$ cat config.mk
export PLATFORM = sky130hd
export DESIGN_NAME = blkcopy_engine
export DESIGN_NICKNAME = d
export VERILOG_FILES = /design/src/rtl/blkcopy_pkg.sv /design/src/rtl/blkcopy_ptrs.sv /design/src/rtl/blkcopy_seq.sv /design/src/rtl/blkcopy_engine.sv
export SDC_FILE = /design/constraint.sdc
export NUM_CORES = 1
export LEC_CHECK = 0
export ABC_AREA = 1
export BUFFER_PORTS_ARGS = -buffer_cell sky130_fd_sc_hd__buf_2
export CORE_MARGIN = 1.5
export CORE_UTILIZATION = 51
export CTS_BUF_LIST = sky130_fd_sc_hd__clkbuf_8
export CTS_CLUSTER_DIAMETER = 40
export DETAILED_ROUTE_END_ITERATION = 16
export GPL_TIMING_DRIVEN = 0
export PLACE_DENSITY = 0.83
export SETUP_SLACK_MARGIN = 0.05
export SYNTH_ARGS = -nofsm -noshare
export SYNTH_HDL_FRONTEND = slang
export SYNTH_SLANG_ARGS = --single-unit
$ cat constraint.sdc
create_clock -name clk -period 2.3 [get_ports clk]
set_clock_uncertainty 0.15 [all_clocks]
set_input_delay 0 -clock clk [delete_from_list [all_inputs] [get_ports clk]]
set_output_delay 0 -clock clk [all_outputs]
set_load 0.02 [all_outputs]
$ cat src/rtl/blkcopy_pkg.sv
`timescale 1ns/1ps
package blkcopy_pkg;

  typedef enum logic [1:0] {
    SZ_BYTE = 2'd0,
    SZ_HALF = 2'd1,
    SZ_WORD = 2'd2,
    SZ_WIDE = 2'd3
  } elem_size_e;

  typedef enum logic [1:0] {
    ST_IDLE  = 2'd0,
    ST_READ  = 2'd1,
    ST_WRITE = 2'd2
  } seq_state_e;

  // Byte stride of one element for a size code (code 3 strides like code 2).
  function automatic logic [2:0] elem_bytes(input logic [1:0] sz);
    case (sz)
      SZ_BYTE: elem_bytes = 3'd1;
      SZ_HALF: elem_bytes = 3'd2;
      default: elem_bytes = 3'd4;
    endcase
  endfunction

endpackage

$ cat src/rtl/blkcopy_ptrs.sv
`timescale 1ns/1ps
module blkcopy_ptrs #(
  parameter int AW = 16,
  parameter int CW = 16
) (
  input  logic          clk,
  input  logic          rst_n,
  input  logic          load_en,
  input  logic [AW-1:0] load_src,
  input  logic [AW-1:0] load_dst,
  input  logic [CW-1:0] load_cnt,
  input  logic          advance,
  input  logic [2:0]    stride,
  output logic [AW-1:0] src_q,
  output logic [AW-1:0] dst_q,
  output logic [CW-1:0] cnt_q
);

  localparam int NPTR = 2;

  logic [AW-1:0] ptr_q   [NPTR];
  logic [AW-1:0] ptr_ld  [NPTR];

  assign ptr_ld[0] = load_src;
  assign ptr_ld[1] = load_dst;

  // Both pointers share one update rule, so one register is built per pointer.
  for (genvar g = 0; g < NPTR; g++) begin : g_ptr
    always_ff @(posedge clk) begin
      if (!rst_n)
        ptr_q[g] <= '0;
      else if (load_en)
        ptr_q[g] <= ptr_ld[g];
      else if (advance)
        ptr_q[g] <= ptr_q[g] + AW'(stride);
    end
  end

  always_ff @(posedge clk) begin
    if (!rst_n)
      cnt_q <= '0;
    else if (load_en)
      cnt_q <= load_cnt;
    else if (advance)
      cnt_q <= cnt_q - CW'(1);
  end

  assign src_q = ptr_q[0];
  assign dst_q = ptr_q[1];

endmodule

$ cat src/rtl/blkcopy_seq.sv
`timescale 1ns/1ps
module blkcopy_seq
  import blkcopy_pkg::*;
#(
  parameter int AW = 16,
  parameter int DW = 32,
  parameter int CW = 16
) (
  input  logic          clk,
  input  logic          rst_n,
  input  logic          start,
  input  logic [1:0]    size_in,
  input  logic          irq,
  input  logic [AW-1:0] src_q,
  input  logic [AW-1:0] dst_q,
  input  logic [CW-1:0] cnt_q,
  input  logic          mem_ready,
  input  logic [DW-1:0] mem_rdata,
  output logic          mem_valid,
  output logic          mem_we,
  output logic [AW-1:0] mem_addr,
  output logic [DW-1:0] mem_wdata,
  output logic [1:0]    mem_size,
  output logic          busy,
  output logic          done,
  output logic          suspended,
  output logic          start_acc,
  output logic          rd_done,
  output logic          elem_done,
  output logic [2:0]    stride
);

  seq_state_e    state_q;
  logic [1:0]    size_q;
  logic [DW-1:0] hold_q;
  logic          last_elem;
  logic          zero_start;

  assign busy       = (state_q != ST_IDLE);
  assign start_acc  = start && !busy;
  assign zero_start = start_acc && (cnt_q == '0);
  assign rd_done    = (state_q == ST_READ)  && mem_ready;
  assign elem_done  = (state_q == ST_WRITE) && mem_ready;
  assign last_elem  = (cnt_q == CW'(1));
  assign stride     = elem_bytes(size_q);

  always_ff @(posedge clk) begin
    if (!rst_n) begin
      state_q   <= ST_IDLE;
      size_q    <= '0;
      hold_q    <= '0;
      done      <= 1'b0;
      suspended <= 1'b0;
    end else begin
      case (state_q)
        ST_IDLE: if (start_acc) begin
          size_q    <= size_in;
          suspended <= 1'b0;
          done      <= zero_start;
          state_q   <= zero_start ? ST_IDLE : ST_READ;
        end
        ST_READ: if (rd_done) begin
          hold_q  <= mem_rdata;
          state_q <= ST_WRITE;
        end
        ST_WRITE: if (elem_done) begin
          if (last_elem) begin
            done    <= 1'b1;
            state_q <= ST_IDLE;
          end else if (irq) begin
            suspended <= 1'b1;
            state_q   <= ST_IDLE;
          end else begin
            state_q <= ST_READ;
          end
        end
        default: state_q <= ST_IDLE;
      endcase
    end
  end

  assign mem_valid = busy;
  assign mem_we    = (state_q == ST_WRITE);
  assign mem_addr  = mem_we ? dst_q : src_q;
  assign mem_wdata = hold_q;
  assign mem_size  = size_q;

endmodule

$ cat src/rtl/blkcopy_engine.sv
`timescale 1ns/1ps
module blkcopy_engine #(
  parameter int AW = 16,
  parameter int DW = 32,
  parameter int CW = 16
) (
  input  logic          clk,
  input  logic          rst_n,
  input  logic          ld_req,
  input  logic [AW-1:0] ld_src,
  input  logic [AW-1:0] ld_dst,
  input  logic [CW-1:0] ld_cnt,
  input  logic          cmd_start,
  input  logic [1:0]    cmd_size,
  input  logic          irq_req,
  output logic          mem_valid,
  input  logic          mem_ready,
  output logic          mem_we,
  output logic [AW-1:0] mem_addr,
  output logic [DW-1:0] mem_wdata,
  output logic [1:0]    mem_size,
  input  logic [DW-1:0] mem_rdata,
  output logic          busy,
  output logic          done,
  output logic          suspended,
  output logic [AW-1:0] src_ptr,
  output logic [AW-1:0] dst_ptr,
  output logic [CW-1:0] count
);

  logic       start_acc;
  logic       rd_done;
  logic       elem_done;
  logic [2:0] step_w;
  logic       load_ok;

  assign load_ok = ld_req && !busy;

  blkcopy_ptrs #(.AW(AW), .CW(CW)) u_ptrs (
    .clk      (clk),
    .rst_n    (rst_n),
    .load_en  (load_ok),
    .load_src (ld_src),
    .load_dst (ld_dst),
    .load_cnt (ld_cnt),
    .advance  (elem_done),
    .stride   (step_w),
    .src_q    (src_ptr),
    .dst_q    (dst_ptr),
    .cnt_q    (count)
  );

  blkcopy_seq #(.AW(AW), .DW(DW), .CW(CW)) u_seq (
    .clk       (clk),
    .rst_n     (rst_n),
    .start     (cmd_start),
    .size_in   (cmd_size),
    .irq       (irq_req),
    .src_q     (src_ptr),
    .dst_q     (dst_ptr),
    .cnt_q     (count),
    .mem_ready (mem_ready),
    .mem_rdata (mem_rdata),
    .mem_valid (mem_valid),
    .mem_we    (mem_we),
    .mem_addr  (mem_addr),
    .mem_wdata (mem_wdata),
    .mem_size  (mem_size),
    .busy      (busy),
    .done      (done),
    .suspended (suspended),
    .start_acc (start_acc),
    .rd_done   (rd_done),
    .elem_done (elem_done),
    .stride    (step_w)
  );

endmodule

### After elaboration in Yosys (flattened, before gate mapping)

Memory sizes are Yosys's and may differ from the RTL's.
Index checks and enable logic that the tools add are counted.

* equality and inequality tests: 10
* multiplexer cells: 32
* add/sub/neg operators: 3
* reduce and logical (&&, ||, !) cells: 17
* bitwise operators: 4

Operators by type and width (number)
* 16-bit two-way mux: 7
* 16-bit by 3-bit adder with 16-bit output: 2
* 1-bit two-way mux: 17
* 16-bit by 1-bit == test with 1-bit output (second input constant): 1
* 16-bit zero test: 1
* 16-bit by 1-bit subtractor with 16-bit output (second input constant): 1
* 2-bit != test (second input constant): 5
* 2-bit two-way mux: 4
* 2-bit one-hot mux with 3 select lines: 1
* 3-bit one-hot mux with 2 select lines: 1
* 2-bit nonzero test: 3
* 1-bit logical AND: 5
* 5-bit AND reduction: 1
* 2-bit by 1-bit == test with 1-bit output (second input constant): 2
* 2-bit zero test: 2
* 1-bit bitwise OR: 4
* 1-bit one-hot mux with 2 select lines: 2
* 2-bit AND reduction: 2
* 4-bit AND reduction: 1
* 3-bit AND reduction: 1
* 2-bit == test (second input constant): 1
* 2-bit by 1-bit != test with 1-bit output (second input constant): 1
* 1-bit zero test: 1

* register bits: 54
* bits in writable memories: 32
* memories: 1
* bits of input ports: 88

Memories
* u_ptrs.ptr_q: words 2, bits a word 16, read ports 2, clocked after Yosys merged registers in 0, wr ports 2, RTL line blkcopy_ptrs.sv:21 `logic [AW-1:0] ptr_q [NPTR];`

### Depth between registers and ports, before layout

* word-level depth: 8
* gate-level depth with buffers: 17
* mapped depth without buffers: 17

### Cells and area by module

Synthesis repeated with hierarchy kept, for this count alone.

* cell total of the unflattened synthesis: 736
* area total of the unflattened synthesis: 5129.9 sq um

Modules (own cells, without submodules)
* blkcopy_ptrs: area each 3394.5 sq um, seq. area each 1281.2 sq um, times used 1, cells an instance 474
* blkcopy_seq: area each 1725.4 sq um, seq. area each 760.7 sq um, times used 1, cells an instance 260
* blkcopy_engine: area each 10.0 sq um, seq. area each 0.0 sq um, times used 1, cells an instance 2

### Worst setup path after synthesis

Ideal clock, no wire load.

* path type: register to register
* from: register u_seq.size_q[1], in the netlist u_seq.mem_size[1]
* to: memory u_ptrs.ptr_q[1][8] (data pin)
* setup slack: 0.185 ns
* required time: 1.901 ns
* arrival time: 1.716 ns
* stages on the path, launching flop included: 17
* path through: dfxtp_1 -> inv_2 -> nand2_1 -> nand2_1 -> nand2_1 -> inv_2 -> ha_1 -> inv_1 -> nand2_1 -> nand2_1 -> nand2_1 -> nand2_1 -> inv_2 -> nand3_1 -> nand3_1 -> nand2_1 -> inv_1

RTL lines
* start: declaration: RTL line blkcopy_seq.sv:34 `logic [1:0] size_q;`
* start signal: assignment: RTL line blkcopy_seq.sv:57 `size_q <= size_in;`
* end: declaration: RTL line blkcopy_ptrs.sv:21

### Worst setup path in the final report

* from: register u_seq.state_q[1]
* to: register u_ptrs.cnt_q[2]

* longest elaborated chain between the ends: 4
* elaborated cells on any way between the ends: 7
* those cells by class: eq/ne (1); mux (1); reduce/logical (5)

RTL lines
* start: declaration: RTL line blkcopy_seq.sv:33 `seq_state_e state_q;`
* start signal: assignment: RTL line blkcopy_seq.sv:60 `state_q <= zero_start ? ST_IDLE : ST_READ;`
* 2-bit nonzero test: RTL line blkcopy_seq.sv:39 `assign busy = (state_q != ST_IDLE);`
* 1-bit zero test: RTL line blkcopy_engine.sv:37 `assign load_ok = ld_req && !busy;`
* 1-bit logical AND: RTL line blkcopy_engine.sv:37
* 16-bit two-way mux / 2-bit nonzero test (equally long branches)
* end signal: assignment: RTL line blkcopy_ptrs.sv:43 `cnt_q <= load_cnt;`
* end signal: assignment: RTL line blkcopy_ptrs.sv:45 `cnt_q <= cnt_q - CW'(1);`
* end: declaration: RTL line blkcopy_ptrs.sv:16 `output logic [CW-1:0] cnt_q`

Several ways; a longest one is shown, not always the timed one.
A chain may end at the register's enable or synchronous reset.

==> out/results.ini <==
[finish]
nets=1116
layout-drive-gt1-share_pct=24.85
diodes=0
syn2layout_area_growth_pct=46.04
fillers=764

[logic_synthesis]
synth_top_family_by_area=simple AND/OR/NAND/NOR gates
synth_xor_area_share_pct=1.216
synth_nets=819
synthesis.instances=724
synth_area_mm2=0.005044
ys_types=35
synthSimpleGateAreaFrac_pct=28.73
avgSynthCellArea_um2=6.966
yosysWarnings=0
yosys.area.top_type=dfxtp_1
synth_area_leaders=dfxtp_1 21%, edfxtp_1 19%, nand2_1 13%
ys_seq_area_share_pct=40.49
ys_seq_elements=86
synth_fa_ha_area_share_pct=1.737
synth-compound-area-share_pct=16.62
yosysTopAreaCellShare_pct=21.43
muxShareOfSynthArea_pct=0

[global_route]
grt_overflow=0
track_usage_pct=34.35
grt_max_degree=24
grt_pass1_wl_um=27970
antenna_found_initial=0
grt_pass1_vias=5935

[timing]
post-route-period-util_pct=92.62
rsz0062_at_grt=yes
tightest_slew_ps=658.0
fmax_mhz=469.4
fin_crit_ps=2130
whs_ps=277.2
slew_headroom_pct=56.08
maxSlewViolCount=0
hold_viol=0
tns_ps=0
setup_violations=0
fin_ws_ps=169.7

[pwr]
p_per_area_mw_per_mm2=788.0
peakVddDrop_mv=0.5428
leakagePower_nw=3.643

[place]
dp_slack_ps=87.27
portBuffers=190
dp_hpwl_um=11210
routabilityCongestion=0.9205

[cts]
cts_tree=done
numCtsBuffers=9
root_buffer=clkbuf_8
clkLatencyLatePin_ps=370
clock_path_buffers=2
clkSinkCount=86
clkTransAtPathRegs_ps=110
cts_max_level=3

[floorplanning]
fp.dieW_um=102.4
die_h_um=102.4
io_pins=191
num_rows=36
dieArea_mm2=0.01050
initial_core_util_pct=52.08
coreArea_mm2=0.009684

[routing]
via_count=6234
drt_iter0_drc=336
drt_pass1_iterations=5
drc=0
wirelength_um=18060
wl_per_cell_um=15.58
avgViaCountPerCell=5.379
ant_nets=0

[worst_setup_path]
start_kind=register
critPathRequiredTime_ps=2460
worstSetupEndpointType=register
arrival_ps=2290
worstPathMaxFanout=10
criticalPathCategory=register to register

[run_status]
status=complete, no violations

[hold_path]
hp-class=input port to register

[flow_run]
maxCapViolations=0

-- through the flow --
step	utilization, %	total power [W]	std cells	instance area [um2]
2_1_floorplan	-	0.003590	724	5044
3_3_place_gp	63.62	0.004266	1047	6161
3_5_place_dp	63.62	0.004304	1047	6161
4_1_cts	75.76	0.005678	1158	7337
5_1_grt	76.06	0.006154	1159	7366
6_report	76.06	0.005805	1159	7366
-- path summary, 6_finish.rpt --
check,startpoint,endpoint,slack (ps),cells past startpoint
worst max register to register,u_seq.state_q[1],u_ptrs.cnt_q[2],170,10
worst min-delay path,ld_src[3],u_ptrs.ptr_q[0][3],280,4
worst min register to register,u_seq.mem_wdata[12],u_seq.mem_wdata[12],300,2
worst max-delay path,u_seq.state_q[1],u_ptrs.cnt_q[2],170,10
-- worst max-delay path, stage by stage (launching register included) --
cell and delay [ps]:
dfxtp_1 390, inv_1 110, nor2_4 180, nand2_4 110, nand2_4 100, nand2_2 100, inv_2 90, buf_4 190
nand2_1 60, nand2_1 60, dlygate4sd3_1 540
-- kinds of logic after synthesis --
logic type | count (synthesis)
compound gates | 156
buf+inv | 138
simple gates | 330
fa+ha+maj | 7
flops | 86
xor+xnor | 7
-- state kept, by name, summed over array words and instances, names as in the netlist --
| signal | count |
|---|---|
| u_seq.suspended | 1 |
| u_ptrs.cnt_q | 16 |
| u_seq.state_q | 2 |
| u_ptrs.ptr_q | 32 |
| u_seq.mem_wdata | 32 |
| u_seq.done | 1 |
| u_seq.mem_size | 2 |
-- power breakdown --
part	internal [W]	total (W)	switching, W
combinational	0.000857	0.00236	0.00150
clock	0.000627	0.00126	0.000635
sequential	0.00186	0.00218	0.000318
-- cells in the final DEF, fill, tap and decap left out, types with 4 or more instances in the layout --
cell	count
o211ai_1	6
nor2_1	53
nand2_1	181
o21ai_0	69
o21a_1	8
clkbuf_1	12
dlygate4sd3_1	95
buf_2	195
a21oi_1	53
ha_1	7
buf_4	6
inv_2	6
nor3_1	7
inv_1	103
o22ai_1	4
o21ai_1	10
nand4_1	13
clkbuf_8	9
nand2_2	9
dfxtp_1	52
edfxtp_1	32
xor2_1	4
nand3_1	50
-- cell type report --
class	count	area, um2	share of cell area [%]
buffer	28	156.4	2.123
clock buffer	9	123.9	1.682
clock inverter	7	101.3	1.376
inverter	110	415.4	5.640
multi-input combinational	500	2446	33.21
sequential	86	2047	27.79
tap	133	166.4	2.259
timing repair buffer	286	1909	25.92
-- routing by layer --
metal  track usage [%]  up-vias  routed length [um]
met2             59.86      406                9004
met4             17.39        0                 733
met5                 0        -                   0
met3             7.114       79                1754
li1                  -     2957                   -
met1             39.91     2792                6570
-- Yosys cell counts, drive strengths merged --
cell	count
nand2	193
inv	110
o21ai	80
nor2	59
dfxtp	54
a21oi	53
nand3	52
edfxtp	32
clkbuf	15
buf	13
nand4	13
nor3	8
o21a	8
ha	7
o211ai	6
o22ai	4
xor2	4
nand3b	3
xnor2	3
a22o	2
o21bai	2
a31oi	1
and3	1
or2	1
-- timing repair --
item,4_1_cts,5_1_grt
setup endpoints to repair,0,18
setup buffers,0,1
resized for setup,0,13
hold buffers,95,0
endpoints found under the hold margin,86,0
(Power assumes the default switching activity.)
